[config.mk]
export PLATFORM = sky130hd
export DESIGN_NAME = nrzi_pkt_rx
export DESIGN_NICKNAME = d
export VERILOG_FILES = /design/src/rtl/nrzi_pkt_rx_pkg.sv /design/src/rtl/nrzi_line_dec.sv /design/src/rtl/serial_crc_chk.sv /design/src/rtl/byte_holdback.sv /design/src/rtl/nrzi_pkt_rx.sv
export SDC_FILE = /design/constraint.sdc
export NUM_CORES = 1
export LEC_CHECK = 0
export BUFFER_PORTS_ARGS = -buffer_cell sky130_fd_sc_hd__buf_2
export CORE_MARGIN = 2
export CORE_UTILIZATION = 28
export DETAILED_ROUTE_END_ITERATION = 10
export SLEW_MARGIN = 20
export SYNTH_ARGS = -nofsm -noshare
export SYNTH_HDL_FRONTEND = slang
export SYNTH_HIERARCHICAL = 1
export SYNTH_SLANG_ARGS = --single-unit
[constraint.sdc]
create_clock -name clk -period 2.2 [get_ports clk]
set_input_delay 0.22 -clock clk [delete_from_list [all_inputs] [get_ports clk]]
set_output_delay 0.22 -clock clk [all_outputs]
set_load 0.05 [all_outputs]
[src/rtl/nrzi_pkt_rx_pkg.sv]
package nrzi_pkt_rx_pkg;

   localparam int BYTE_W = 8;

   typedef enum logic [1:0] {
      HS_ACK   = 2'b00,
      HS_NAK   = 2'b01,
      HS_STALL = 2'b10
   } hs_code_e;

   typedef enum logic [1:0] {
      ST_HUNT = 2'b00,
      ST_PID  = 2'b01,
      ST_DATA = 2'b10
   } rx_state_e;

endpackage

[src/rtl/nrzi_line_dec.sv]
module nrzi_line_dec #(
   parameter logic IDLE_LEVEL = 1'b1
) (
   input  logic clk,
   input  logic rst_n,
   input  logic samp,
   input  logic line,
   output logic bit_out
);

   logic prev_lvl;

   // unchanged level decodes as 1, a change as 0
   assign bit_out = ~(line ^ prev_lvl);

   always_ff @(posedge clk) begin
      if (!rst_n)
         prev_lvl <= IDLE_LEVEL;
      else if (samp)
         prev_lvl <= line;
   end

endmodule

[src/rtl/serial_crc_chk.sv]
module serial_crc_chk #(
   parameter int          W       = 16,
   parameter logic [W-1:0] POLY    = 16'h8005,
   parameter logic [W-1:0] INIT    = 16'hFFFF,
   parameter logic [W-1:0] RESIDUE = 16'h800D
) (
   input  logic clk,
   input  logic rst_n,
   input  logic init,
   input  logic en,
   input  logic din,
   output logic match
);

   logic [W-1:0] reg_q;
   logic         fb;

   assign fb    = din ^ reg_q[W-1];
   assign match = (reg_q == RESIDUE);

   always_ff @(posedge clk) begin
      if (!rst_n)
         reg_q <= INIT;
      else if (init)
         reg_q <= INIT;
      else if (en)
         reg_q <= {reg_q[W-2:0], 1'b0} ^ (fb ? POLY : '0);
   end

endmodule

[src/rtl/byte_holdback.sv]
module byte_holdback #(
   parameter int W       = 8,
   parameter int DEPTH   = 2,
   parameter int MAX_OUT = 64
) (
   input  logic         clk,
   input  logic         rst_n,
   input  logic         clr,
   input  logic         push,
   input  logic [W-1:0] din,
   output logic         out_valid,
   output logic [W-1:0] dout,
   output logic         full,
   output logic         ovf
);

   localparam int FW = $clog2(DEPTH + 1);
   localparam int CW = $clog2(MAX_OUT + 1);

   logic [W-1:0]  tail;
   logic [FW-1:0] fill;
   logic [CW-1:0] pcnt;

   generate
      if (DEPTH == 1) begin : g_single
         logic [W-1:0] h;
         always_ff @(posedge clk) begin
            if (!rst_n)
               h <= '0;
            else if (push)
               h <= din;
         end
         assign tail = h;
      end else begin : g_chain
         logic [W-1:0] h [DEPTH];
         always_ff @(posedge clk) begin
            if (!rst_n) begin
               for (int i = 0; i < DEPTH; i++) h[i] <= '0;
            end else if (push) begin
               h[0] <= din;
               for (int i = 1; i < DEPTH; i++) h[i] <= h[i-1];
            end
         end
         assign tail = h[DEPTH-1];
      end
   endgenerate

   assign full = (fill == FW'(DEPTH));

   always_ff @(posedge clk) begin
      if (!rst_n) begin
         fill      <= '0;
         pcnt      <= '0;
         ovf       <= 1'b0;
         out_valid <= 1'b0;
         dout      <= '0;
      end else begin
         out_valid <= 1'b0;
         if (clr) begin
            fill <= '0;
            pcnt <= '0;
            ovf  <= 1'b0;
         end else if (push) begin
            if (!full)
               fill <= fill + 1'b1;
            else if (pcnt == CW'(MAX_OUT))
               ovf <= 1'b1;
            else begin
               out_valid <= 1'b1;
               dout      <= tail;
               pcnt      <= pcnt + 1'b1;
            end
         end
      end
   end

endmodule

[src/rtl/nrzi_pkt_rx.sv]
module nrzi_pkt_rx
   import nrzi_pkt_rx_pkg::*;
#(
   parameter int                 SYNC_W      = 8,
   parameter logic [SYNC_W-1:0]  SYNC_PAT    = 8'h80,
   parameter int                 MAX_PAYLOAD = 64,
   parameter int                 CRC_W       = 16,
   parameter logic [CRC_W-1:0]   CRC_POLY    = 16'h8005,
   parameter logic [CRC_W-1:0]   CRC_INIT    = 16'hFFFF,
   parameter logic [CRC_W-1:0]   CRC_RESIDUE = 16'h800D,
   parameter logic               IDLE_LEVEL  = 1'b1,
   parameter bit                 CHECK_PID   = 1'b1
) (
   input  logic        clk,
   input  logic        rst_n,
   input  logic        bit_valid,
   input  logic        line_in,
   input  logic        eop,
   input  logic        iso,
   input  logic        halt,
   output logic        byte_valid,
   output logic [7:0]  byte_data,
   output logic        pkt_good,
   output logic        pkt_bad,
   output logic [7:0]  pid_out,
   output logic        hs_valid,
   output logic [1:0]  hs_code
);

   localparam int HOLD  = CRC_W / BYTE_W;
   localparam int CNT_W = $clog2(BYTE_W);
   localparam logic [CNT_W-1:0] LAST_BIT = CNT_W'(BYTE_W - 1);

   initial begin
      assert (CRC_W % BYTE_W == 0 && CRC_W >= BYTE_W)
         else $fatal(1, "check width must be a whole number of bytes");
      assert (MAX_PAYLOAD >= 1) else $fatal(1, "payload cap must be positive");
      assert (SYNC_W >= 2) else $fatal(1, "start pattern too short");
   end

   logic dbit;
   logic dvalid;

   nrzi_line_dec #(.IDLE_LEVEL(IDLE_LEVEL)) u_dec (
      .clk     (clk),
      .rst_n   (rst_n),
      .samp    (bit_valid),
      .line    (line_in),
      .bit_out (dbit)
   );

   assign dvalid = bit_valid & ~eop;

   rx_state_e             st;
   logic [SYNC_W-2:0]     sync_sr;
   logic [SYNC_W-1:0]     sync_nxt;
   logic [BYTE_W-2:0]     sh;
   logic [BYTE_W-1:0]     sh_nxt;
   logic [CNT_W-1:0]      cnt;
   logic [BYTE_W-1:0]     pid_q;
   logic                  pid_done;
   logic                  push;
   logic                  crc_en;
   logic                  crc_ok;
   logic                  hold_full;
   logic                  hold_ovf;
   logic                  pid_ok;
   logic                  pkt_ok;
   hs_code_e              hs_q;

   assign sync_nxt = {dbit, sync_sr};
   assign sh_nxt   = {dbit, sh};
   assign pid_done = (st == ST_PID)  && dvalid && (cnt == LAST_BIT);
   assign push     = (st == ST_DATA) && dvalid && (cnt == LAST_BIT);
   assign crc_en   = (st == ST_DATA) && dvalid;

   serial_crc_chk #(
      .W       (CRC_W),
      .POLY    (CRC_POLY),
      .INIT    (CRC_INIT),
      .RESIDUE (CRC_RESIDUE)
   ) u_crc (
      .clk   (clk),
      .rst_n (rst_n),
      .init  (pid_done),
      .en    (crc_en),
      .din   (dbit),
      .match (crc_ok)
   );

   byte_holdback #(
      .W       (BYTE_W),
      .DEPTH   (HOLD),
      .MAX_OUT (MAX_PAYLOAD)
   ) u_hold (
      .clk       (clk),
      .rst_n     (rst_n),
      .clr       (pid_done),
      .push      (push),
      .din       (sh_nxt),
      .out_valid (byte_valid),
      .dout      (byte_data),
      .full      (hold_full),
      .ovf       (hold_ovf)
   );

   generate
      if (CHECK_PID) begin : g_pid_chk
         assign pid_ok = (pid_q[BYTE_W-1:BYTE_W/2] == ~pid_q[BYTE_W/2-1:0]);
      end else begin : g_pid_any
         assign pid_ok = 1'b1;
      end
   endgenerate

   assign pkt_ok  = pid_ok & crc_ok & hold_full & ~hold_ovf & (cnt == '0);
   assign hs_code = hs_q;

   always_ff @(posedge clk) begin
      if (!rst_n) begin
         st       <= ST_HUNT;
         sync_sr  <= '1;
         sh       <= '0;
         cnt      <= '0;
         pid_q    <= '0;
         pkt_good <= 1'b0;
         pkt_bad  <= 1'b0;
         pid_out  <= '0;
         hs_valid <= 1'b0;
         hs_q     <= HS_ACK;
      end else begin
         pkt_good <= 1'b0;
         pkt_bad  <= 1'b0;
         hs_valid <= 1'b0;
         if (eop) begin
            unique case (st)
               ST_PID: begin
                  pkt_bad <= 1'b1;
                  pid_out <= '0;
               end
               ST_DATA: begin
                  pkt_good <= pkt_ok;
                  pkt_bad  <= ~pkt_ok;
                  pid_out  <= pid_q;
                  if (pid_ok && !iso) begin
                     hs_valid <= 1'b1;
                     if (halt)
                        hs_q <= HS_STALL;
                     else if (pkt_ok)
                        hs_q <= HS_ACK;
                     else
                        hs_q <= HS_NAK;
                  end
               end
               default: ;
            endcase
            st      <= ST_HUNT;
            sync_sr <= '1;
         end else if (dvalid) begin
            unique case (st)
               ST_HUNT: begin
                  if (sync_nxt == SYNC_PAT) begin
                     st      <= ST_PID;
                     cnt     <= '0;
                     sync_sr <= '1;
                  end else begin
                     sync_sr <= sync_nxt[SYNC_W-1:1];
                  end
               end
               ST_PID: begin
                  sh  <= sh_nxt[BYTE_W-1:1];
                  cnt <= cnt + 1'b1;
                  if (cnt == LAST_BIT) begin
                     pid_q <= sh_nxt;
                     st    <= ST_DATA;
                  end
               end
               ST_DATA: begin
                  sh  <= sh_nxt[BYTE_W-1:1];
                  cnt <= cnt + 1'b1;
               end
               default: st <= ST_HUNT;
            endcase
         end
      end
   end

endmodule

==> flow_summary.json, run 1 <==
{
  "route.detailed.drc": 0,
  "cp_slowest_cell": "a211oi_4",
  "syn_avg_cell_area_um2": 9.819,
  "end_kind": "flip-flop",
  "design_area_mm2": 0.004576,
  "cts_tree": "built",
  "synthCells": 401,
  "pre_cts_slack_ps": 194.0,
  "crit_buf_inv": 1,
  "core.rowCount": 43,
  "finalHoldViolations": 0,
  "drt_iter0_drc": 98,
  "fin_ws_ps": 225.1,
  "fin_util": 0.3309,
  "drtAntennaViolNets": 0,
  "fin_worst_skew_ps": 7.292,
  "tightest_slew_ps": 694.4,
  "core_mm2": 0.01383,
  "place_area_mm2": 0.004314,
  "clkLatencyLatePin_ps": 330,
  "antenna_found_initial": 0,
  "cp_cell_sequence": "ha_1 -> ha_1 -> nand3_2 -> inv_2 -> a211oi_4 -> mux2i_1",
  "io_pins": 29,
  "first_global_vias": 2811,
  "grt_first_pass_wirelength_um": 13080,
  "die_w_um": 122.6,
  "layout-drive-gt1-share": 0.1510,
  "synthFlopType": "dfxtp_1",
  "synthesis.nets": 417,
  "finalWeightedCongestion": 0.7605,
  "worst_path_most_repeated_cell": "ha_1",
  "synth-seq-area-share": 0.5084,
  "relSlewSlack": 0.5371,
  "dieHeight_um": 122.6,
  "cts-root-buf": "clkbuf_16",
  "numCtsBuffers": 9,
  "cts_resized": 0,
  "max-cap-violations": 0,
  "total_power_mw": 3.195,
  "hold_start": "line_in",
  "cellLeakagePower_nw": 1.691,
  "cts.sinks": 92,
  "max_freq_mhz": 506.4,
  "grt_max_degree": 50,
  "syn-cell-area_mm2": 0.003938,
  "synth_top_area_cell": "dfxtp_1",
  "layout.nets": 448,
  "max_stage_delay_ps": 550,
  "antenna_cells": 0,
  "vias": 2806,
  "reg2reg_depth": 6,
  "synth_top_area_share": 0.3864,
  "min_period_over_period": 0.8977,
  "rsz0062_at_grt": "false",
  "die_area_mm2": 0.01503,
  "layout_min_cycle_time_ps": 1975,
  "hold_class": "input pin to flip-flop",
  "netlist-cell-type-count": 54,
  "post-cts-setup-buffer-count": 0,
  "whs_endpoint": "u_dec/prev_lvl",
  "seqPwrFrac": 0.543,
  "slew_violations": 0,
  "critical_path_class": "flip-flop to flip-flop",
  "timing.rr.end": "u_hold/dout[1]",
  "start_util": 0.2848,
  "hold_depth": 3,
  "grt_overflow_total": 0,
  "worstPathRequired_ps": 2450,
  "placed_cells": 601,
  "yosysWarnings": 6,
  "clkPwrFrac": 0.427,
  "grt_usage": 0.1081,
  "cts_buffer_depth": 2,
  "hold_buffers": 0,
  "fillCellCount": 1422,
  "synth-edff-count": 16,
  "status": "completed",
  "holdWs_ps": 128.0,
  "worstPathMaxFanout": 13,
  "max-vdd-ir-drop_mv": 0.4133,
  "critical_path.top_delay_family": "compound AO/OA/AOI/OAI gates",
  "setup_viol": 0,
  "drt-pass1-iter-count": 5,
  "dpl.hpwl_um": 5200,
  "p_int_mw": 2.522,
  "routed_wl_um": 7323,
  "portBuffers": 28,
  "power_frac_comb": 0.031,
  "powerDensity_mw_per_mm2": 698.3,
  "synth_area_leaders": "dfxtp_1 (39%), edfxtp_1 (12%), nand2_1 (7.9%)",
  "async_flop_share": 0,
  "clkSlewWorstSetupHoldPaths_ps": 60,
  "wl_per_cell_um": 11.87,
  "htree_levels": 3,
  "switching_share": 0.2105,
  "area_growth_pct": 16.21,
  "r2r_slack_ps": 230,
  "stdcell_count": 617,
  "power.switching_uw": 672.7,
  "vias_per_cell": 4.548,
  "setup.worst_path.start_class": "flip-flop",
  "setup_tns_ps": 0,
  "arrival_ps": 2230,
  "synth.ff_latch_count": 92,
  "r2r-start": "cnt[0]"
}
## Yosys cell counts, types with 2 or more instances
master    count
a211o_1       2
a21boi_1     23
a21oi_1       8
and2_1        6
and3_1       17
buf_2         4
buf_4         2
clkbuf_1     13
dfxtp_1      76
edfxtp_1     16
ha_1          9
inv_1         8
mux2i_1      30
nand2_1      83
nand2_2       3
nand2b_1      4
nand3_1      23
nand3b_1      2
nor2_1       10
nor2b_1       5
nor3_1        7
nor4b_1       2
o21ai_0       3
o21ai_1       5
o31ai_1       2
or3_1         2
or4_1         2
xnor2_1       4
xor2_1        5
## cell families (layout without fill, tap and decap cells)
| kind of cell | count (synthesis) | in the layout | share of synthesized area |
|---|---|---|---|
| and+or+nand+nor | 180 | 180 | 0.2367 |
| xor gates and xnor gates | 9 | 9 | 0.02002 |
| AOI/OAI and AO/OA | 53 | 53 | 0.1001 |
| adders and majority gates | 9 | 9 | 0.02860 |
| buffers and inverters | 28 | 64 | 0.02987 |
| muxes | 30 | 30 | 0.07626 |
| DFF | 92 | 92 | 0.5084 |
## cell type report
cell class | instances | area, µm² | area share
Sequential cell | 92 | 2002 | 0.4375
Multi-Input combinational cell | 281 | 1818 | 0.3973
Timing Repair Buffer | 39 | 235.2 | 0.05141
Clock buffer | 11 | 232.7 | 0.05086
Tap cell | 180 | 225.2 | 0.04922
Inverter | 9 | 33.78 | 0.007383
Clock inverter | 5 | 28.78 | 0.006289
## per-layer routing
layer	global-route usage	wire length (µm)	vias to the layer above
met5	0	0	-
li1	-	-	1464
met2	0.1694	3231	42
met3	0.03067	292	6
met4	0.03448	79	0
met1	0.1439	3720	1294
## worst register-to-register path, delay by kind of cell, from the launching register on
family	cells	cell delay [ps]
compound gates	1	560
flops	1	330
mux	1	260
fa+ha+maj	2	410
simple gates	1	180
buf+inv	1	160
## flip-flops by register name, indices dropped and copies added, names as in the netlist, 7 cells and up
signal and count:
u_hold/pcnt 7, u_hold/dout 8, sh 7, u_crc/reg_q 16, u_hold/g_chain.h 16, pid_q 8, sync_sr 7, pid_out 8
## power groups by stage
stage	logic (mW)	registers, mW	clock network [mW]
finish	0.0976	1.73	1.36
global route	0.109	1.73	1.48
CTS	0.0994	1.73	1.42
detailed placement	0.0990	1.77	0
global placement	0.0963	1.77	0
floorplan	0.0648	1.77	0
## worst max-delay path by stage
stage / from / to / slack, ps / cells past startpoint
6_report: cnt[0] / u_hold/dout[1] / 230 / 6
3_5_place_dp: cnt[0] / u_hold/dout[1] / 190 / 6
4_1_cts: cnt[0] / u_hold/dout[1] / 180 / 6
2_1_floorplan: st[0] / u_hold/g_chain.h[0][0] / 30 / 6
3_3_place_gp: cnt[0] / u_hold/dout[2] / 290 / 6
5_1_grt: cnt[0] / u_hold/dout[0] / 50 / 6
## layout by cell type, fill, tap and decap left out, types with 6 or more instances in the layout
cell type | Yosys | layout
a21boi_1 | 23 | 23
a21oi_1 | 8 | 8
and2_1 | 6 | 6
and3_1 | 17 | 17
buf_2 | 4 | 28
buf_4 | 2 | 10
clkbuf_16 | 0 | 9
dfxtp_1 | 76 | 76
edfxtp_1 | 16 | 16
ha_1 | 9 | 9
inv_1 | 8 | 8
mux2i_1 | 30 | 30
nand2_1 | 83 | 83
nand3_1 | 23 | 23
nor2_1 | 10 | 10
nor3_1 | 7 | 7
Note: power is estimated with default switching activity, not from simulation.
==> inputs of run 2 (changes only) <==
--- a/config.mk
+++ b/config.mk
@@ -6,7 +6,7 @@
 export NUM_CORES = 1
 export LEC_CHECK = 0
 export BUFFER_PORTS_ARGS = -buffer_cell sky130_fd_sc_hd__buf_2
-export CORE_MARGIN = 2
+export CORE_MARGIN = 3
 export CORE_UTILIZATION = 28
 export DETAILED_ROUTE_END_ITERATION = 10
 export SLEW_MARGIN = 20
==> flow_summary.json, run 2 (synthesized netlist as in run 1, its figures left out) <==
{
  "status": "completed",
  "grt_overflow_total": 0,
  "worst_path_most_repeated_cell": "ha_1",
  "grt_first_pass_wirelength_um": 12800,
  "antenna_cells": 0,
  "core_mm2": 0.01351,
  "slew_violations": 0,
  "regArea_mm2": 0.002002,
  "cts_tree": "built",
  "worstPathRequired_ps": 2160,
  "end_kind": "flip-flop",
  "crit_buf_inv": 0,
  "io_pins": 29,
  "vias_per_cell": 4.570,
  "arrival_ps": 1900,
  "worstPathMaxFanout": 16,
  "final_common_cell": "nand2_1",
  "rsz0062_at_grt": "false",
  "layout_min_cycle_time_ps": 1942,
  "fin_ws_ps": 258.3,
  "layout_common_cells": "nand2_1 (83), dfxtp_1 (76), mux2i_1 (30), buf_2 (28)",
  "critical_path.top_delay_family": "simple AND/OR/NAND/NOR gates",
  "core.rowCount": 42,
  "finalWeightedCongestion": 0.7942,
  "portBuffers": 28,
  "setup_viol": 0,
  "holdWs_ps": 137.9,
  "hold_buffers": 0,
  "route.detailed.drc": 0,
  "setup.worst_path.start_class": "flip-flop",
  "cts.sinks": 92,
  "max_stage_delay_ps": 590,
  "htree_levels": 3,
  "clkSlewWorstSetupHoldPaths_ps": 60,
  "max-vdd-ir-drop_mv": 0.4047,
  "drt-pass1-iter-count": 4,
  "finalHoldViolations": 0,
  "wl_per_cell_um": 11.89,
  "cts-root-buf": "clkbuf_16",
  "vias": 2806,
  "critical_path_class": "flip-flop to flip-flop",
  "antenna_found_initial": 0,
  "max_freq_mhz": 515.0,
  "start_util": 0.2916,
  "cts_buffer_depth": 2,
  "fin_worst_skew_ps": 7.543,
  "min_period_over_period": 0.8826,
  "powerDensity_mw_per_mm2": 745.9,
  "fillCellCount": 1388,
  "layout.nets": 449,
  "grt_max_degree": 40,
  "pre_cts_slack_ps": 117.6,
  "routed_wl_um": 7302,
  "die_area_mm2": 0.01552,
  "drt_iter0_drc": 149,
  "first_global_vias": 2744,
  "die_w_um": 124.6,
  "hold_class": "input pin to flip-flop",
  "max-cap-violations": 0,
  "drtAntennaViolNets": 0,
  "tightest_slew_ps": 694.1,
  "grt_usage": 0.09825,
  "relSlewSlack": 0.5373,
  "cp_slowest_cell": "nand2b_1",
  "setup_tns_ps": 0,
  "numCtsBuffers": 9,
  "layout-drive-gt1-share": 0.1598,
  "multi_input_area_mm2": 0.001821,
  "clkLatencyLatePin_ps": 330,
  "dieHeight_um": 124.6,
  "cp_cell_sequence": "ha_1 -> ha_1 -> and3_1 -> nand2b_1",
  "dpl.hpwl_um": 5207,
  "area_growth_pct": 17.45,
  "post-cts-setup-buffer-count": 0,
  "reg.largest.list": "u_crc/reg_q: 16 flops, u_hold/g_chain.h: 16 flops",
  "cellLeakagePower_nw": 1.726
}
-- run 2: worst paths after layout --
check,from,end,slack (ps),depth (start not counted)
setup reg to reg,cnt[0],u_hold/g_chain.h[1][0],260,4
hold reg to reg,pid_out[1],pid_out[1],450,2
hold / removal,line_in,u_dec/prev_lvl,140,3
setup / recovery,cnt[0],u_hold/g_chain.h[1][0],260,4
-- run 2: metal layers --
| layer | vias to the layer above | routed length, µm | GRT usage |
|---|---|---|---|
| met5 | - | 0 | 0 |
| met4 | 0 | 111 | 0.03868 |
| met3 | 8 | 266 | 0.03087 |
| met2 | 46 | 3202 | 0.1520 |
| met1 | 1295 | 3722 | 0.1276 |
| li1 | 1457 | - | - |
-- run 2: stage by stage --
stage / cells / power (mW) / instance area (µm²) / utilization
floorplan: 401 / 1.834 / 3938 / -
global placement: 598 / 1.864 / 4304 / 0.3187
detailed placement: 598 / 1.866 / 4304 / 0.3187
CTS: 614 / 3.519 / 4622 / 0.3422
global route: 614 / 3.606 / 4624 / 0.3424
finish: 614 / 3.449 / 4624 / 0.3424
-- run 2: power breakdown --
group / switching (mW) / internal (mW) / leakage (nW)
Clock: 0.596 / 1.03 / 0.157
Combinational: 0.0605 / 0.0332 / 0.804
Sequential: 0.00604 / 1.73 / 0.765
-- run 2: layout make-up --
| type | count | area share |
|---|---|---|
| multi-input cells | 281 | 0.3937 |
| clock inverters | 4 | 0.01542 |
| clock buffers | 12 | 0.05330 |
| well taps | 176 | 0.04762 |
| repair buffers | 40 | 0.04978 |
| inverters | 9 | 0.007305 |
| flip-flops and latches | 92 | 0.4329 |
-- run 2: repair_timing --
action / 4_1_cts / 5_1_grt
resized for setup: 0 / 1
setup endpoints to repair: 0 / 1
hold endpoints to repair: 0 / 0
-- run 2: worst min-delay path, cell delays in order --
cell,delay [ps]
buf_2,100
mux2i_1,60
nand2_1,60
==> inputs of run 3 (changes only) <==
--- a/config.mk
+++ b/config.mk
@@ -9,8 +9,8 @@
 export CORE_MARGIN = 3
 export CORE_UTILIZATION = 28
 export DETAILED_ROUTE_END_ITERATION = 10
+export RECOVER_POWER = 100
 export SLEW_MARGIN = 20
 export SYNTH_ARGS = -nofsm -noshare
 export SYNTH_HDL_FRONTEND = slang
-export SYNTH_HIERARCHICAL = 1
 export SYNTH_SLANG_ARGS = --single-unit
==> flow_summary.json, run 3 <==
{
  "dieHeight_um": 122.1,
  "htree_levels": 3,
  "die_area_mm2": 0.01491,
  "synth.ff_latch_count": 92,
  "worst_path_most_repeated_cell": "ha_1",
  "syn_avg_cell_area_um2": 9.249,
  "synthXorXnorAreaFrac": 0.02785,
  "die_w_um": 122.1,
  "netlist-cell-type-count": 43,
  "start_util": 0.2931,
  "first_global_vias": 2875,
  "grt_max_degree": 24,
  "cp_cell_sequence": "ha_1 -> ha_1 -> nand4b_2 -> a211o_1 -> clkbuf_2 -> or3_1 -> a21oi_1",
  "finalHoldViolations": 0,
  "yosysWarnings": 0,
  "antenna_found_initial": 1,
  "setup_viol": 0,
  "clkLatencyLatePin_ps": 340,
  "antenna_cells": 0,
  "grt_overflow_total": 0,
  "area_growth_pct": 17.04,
  "synth_compound_area_frac": 0.1094,
  "io_pins": 29,
  "fillCellCount": 1333,
  "powerDensity_mw_per_mm2": 800.9,
  "portBuffers": 28,
  "synth_top_family_by_area": "simple AND/OR/NAND/NOR gates",
  "clkSlewWorstSetupHoldPaths_ps": 70,
  "max_stage_delay_ps": 360,
  "slew_violations": 0,
  "route.detailed.drc": 0,
  "cellLeakagePower_nw": 1.623,
  "rsz0062_at_grt": "false",
  "layout_min_cycle_time_ps": 1957,
  "cts_buffer_depth": 2,
  "layout_common_cells": "dfxtp_1 (76), nand2_1 (74), a21oi_1 (35), nand3_1 (31), clkbuf_1 (27)",
  "finalWeightedCongestion": 0.8293,
  "setup_tns_ps": 0,
  "arrival_ps": 2210,
  "async_flop_share": 0,
  "dpl.hpwl_um": 5709,
  "setup.worst_path.start_class": "flip-flop",
  "synthFlopType": "dfxtp_1",
  "synth_area_leaders": "dfxtp_1 (40%), edfxtp_1 (13%), nand2_1 (7.4%)",
  "design_area_mm2": 0.004417,
  "layout-drive-gt1-share": 0.07623,
  "drt_iter0_drc": 197,
  "syn-cell-area_mm2": 0.003774,
  "vias_per_cell": 4.756,
  "r2r-start": "cnt[0]",
  "ys_top_cells_by_count": "dfxtp_1 (76), nand2_1 (74), a21oi_1 (35), nand3_1 (31), nor2_1 (20)",
  "regArea_mm2": 0.002002,
  "cts_tree": "built",
  "synthMuxAreaShare": 0.02122,
  "synth_top_area_share": 0.4032,
  "grt_usage": 0.1166,
  "cts_resized": 0,
  "cp_slowest_cell": "dfxtp_1",
  "post-cts-setup-buffer-count": 0,
  "r2r_slack_ps": 240,
  "vias": 2939,
  "max-cap-violations": 0,
  "core_mm2": 0.01288,
  "status": "completed",
  "numCtsBuffers": 9,
  "synth-simple-area-share": 0.2450,
  "final_common_cell": "dfxtp_1",
  "synth-edff-count": 16,
  "startpoint": "cnt[0]",
  "worstPathMaxFanout": 10,
  "core.rowCount": 41,
  "reg2reg_depth": 7,
  "max-vdd-ir-drop_mv": 0.3294,
  "synthAdderAreaFrac": 0.02984,
  "reg.largest.list": "u_crc.reg_q: 16 flops, u_hold.g_chain.h: 16 flops",
  "fin_worst_skew_ps": 8.851,
  "min_period_over_period": 0.8895,
  "cts-root-buf": "clkbuf_16",
  "timing.rr.end": "u_hold.pcnt[2]",
  "end_kind": "flip-flop",
  "worstPathRequired_ps": 2450,
  "layout.nets": 457,
  "tightest_slew_ps": 709.3,
  "routed_wl_um": 8081,
  "grt_first_pass_wirelength_um": 13830,
  "endpoint": "u_hold.pcnt[2]",
  "synth-seq-area-share": 0.5305,
  "place_area_mm2": 0.004146,
  "hold_buffers": 0,
  "yosys.cell_count.top_type": "dfxtp_1",
  "cts.sinks": 92,
  "wl_per_cell_um": 13.08,
  "synthCells": 408,
  "critical_path_class": "flip-flop to flip-flop",
  "drtAntennaViolNets": 0,
  "multi_input_area_mm2": 0.001622,
  "synth_top_area_cell": "dfxtp_1",
  "relSlewSlack": 0.5238,
  "max_freq_mhz": 511.0,
  "synthesis.nets": 424,
  "drt-pass1-iter-count": 6,
  "hold_class": "input pin to flip-flop"
}
[run 3: changes by cell type after synthesis, sizes merged, moves of 4 or more]
cell | previous run | this run
a21oi | 8 | 35
nand4 | 1 | 10
nand3 | 24 | 31
o21ai | 8 | 13
o22ai | 1 | 7
a21boi | 23 | 0
nand2b | 4 | 0
nor2b | 6 | 0
and3 | 18 | 1
nand2 | 86 | 74
nor2 | 10 | 20
and2 | 7 | 16
mux2i | 30 | 8
o211ai | 1 | 6
[run 3: worst min path at each step]
stage	start	end	slack [ps]	cells after the start
after CTS	rst_n	u_dec.prev_lvl	130	2
after detailed placement	pid_out[3]	pid_out[3]	440	2
after global placement	pid_out[6]	pid_out[6]	450	2
after floorplan	line_in	u_dec.prev_lvl	350	2
final	halt	hs_code[1]	150	3
after global routing	line_in	u_dec.prev_lvl	150	3
[run 3: critical path: cells and delay by family (launching register included)]
family          cells  cell delay, ps
flops               1             360
simple gates        2             450
buf+inv             1             200
compound gates      2             490
fa+ha+maj           2             380
[run 3: kinds of logic (layout without fill, tap and decap cells)]
logic type	after synthesis	in the layout
AO/OA/AOI/OAI	71	71
AND/OR/NAND/NOR	184	184
XOR/XNOR	12	12
flip-flops	92	92
buffers and inverters	32	70
multiplexers	8	8
adder cells (fa/ha/maj)	9	9
[run 3: where the power goes]
part | switching, mW | internal, mW
Clock | 0.614 | 1.11
Combinational | 0.0574 | 0.0227
Sequential | 0.00517 | 1.73
[run 3: cell type report]
class                   count  share of cell area
clock inverters             5             0.02266
clock buffers              11             0.05297
multi-input cells         284              0.3671
repair buffers             43             0.04589
flip-flops and latches     92              0.4533
well taps                 172             0.04873
inverters                  11            0.009348
[run 3: per-layer routing]
layer | GRT usage | routed length [µm]
met3 | 0.03389 | 336
met2 | 0.1889 | 3830
met5 | 0 | 7
met4 | 0.03709 | 50
met1 | 0.1502 | 3856
[run 3: per-stage QoR]
step / hold slack, ps / instances / util / power [mW] / setup WS [ps]
2_1_floorplan: 348.5 / 408 / - / 1.825 / 350.6
3_3_place_gp: 445.2 / 602 / 0.3220 / 1.849 / 331.1
3_5_place_dp: 443.3 / 602 / 0.3220 / 1.852 / 252.4
4_1_cts: 130.5 / 618 / 0.3480 / 3.591 / 225.6
5_1_grt: 145.6 / 618 / 0.3430 / 3.668 / 63.79
6_report: 154.5 / 618 / 0.3430 / 3.537 / 243.0
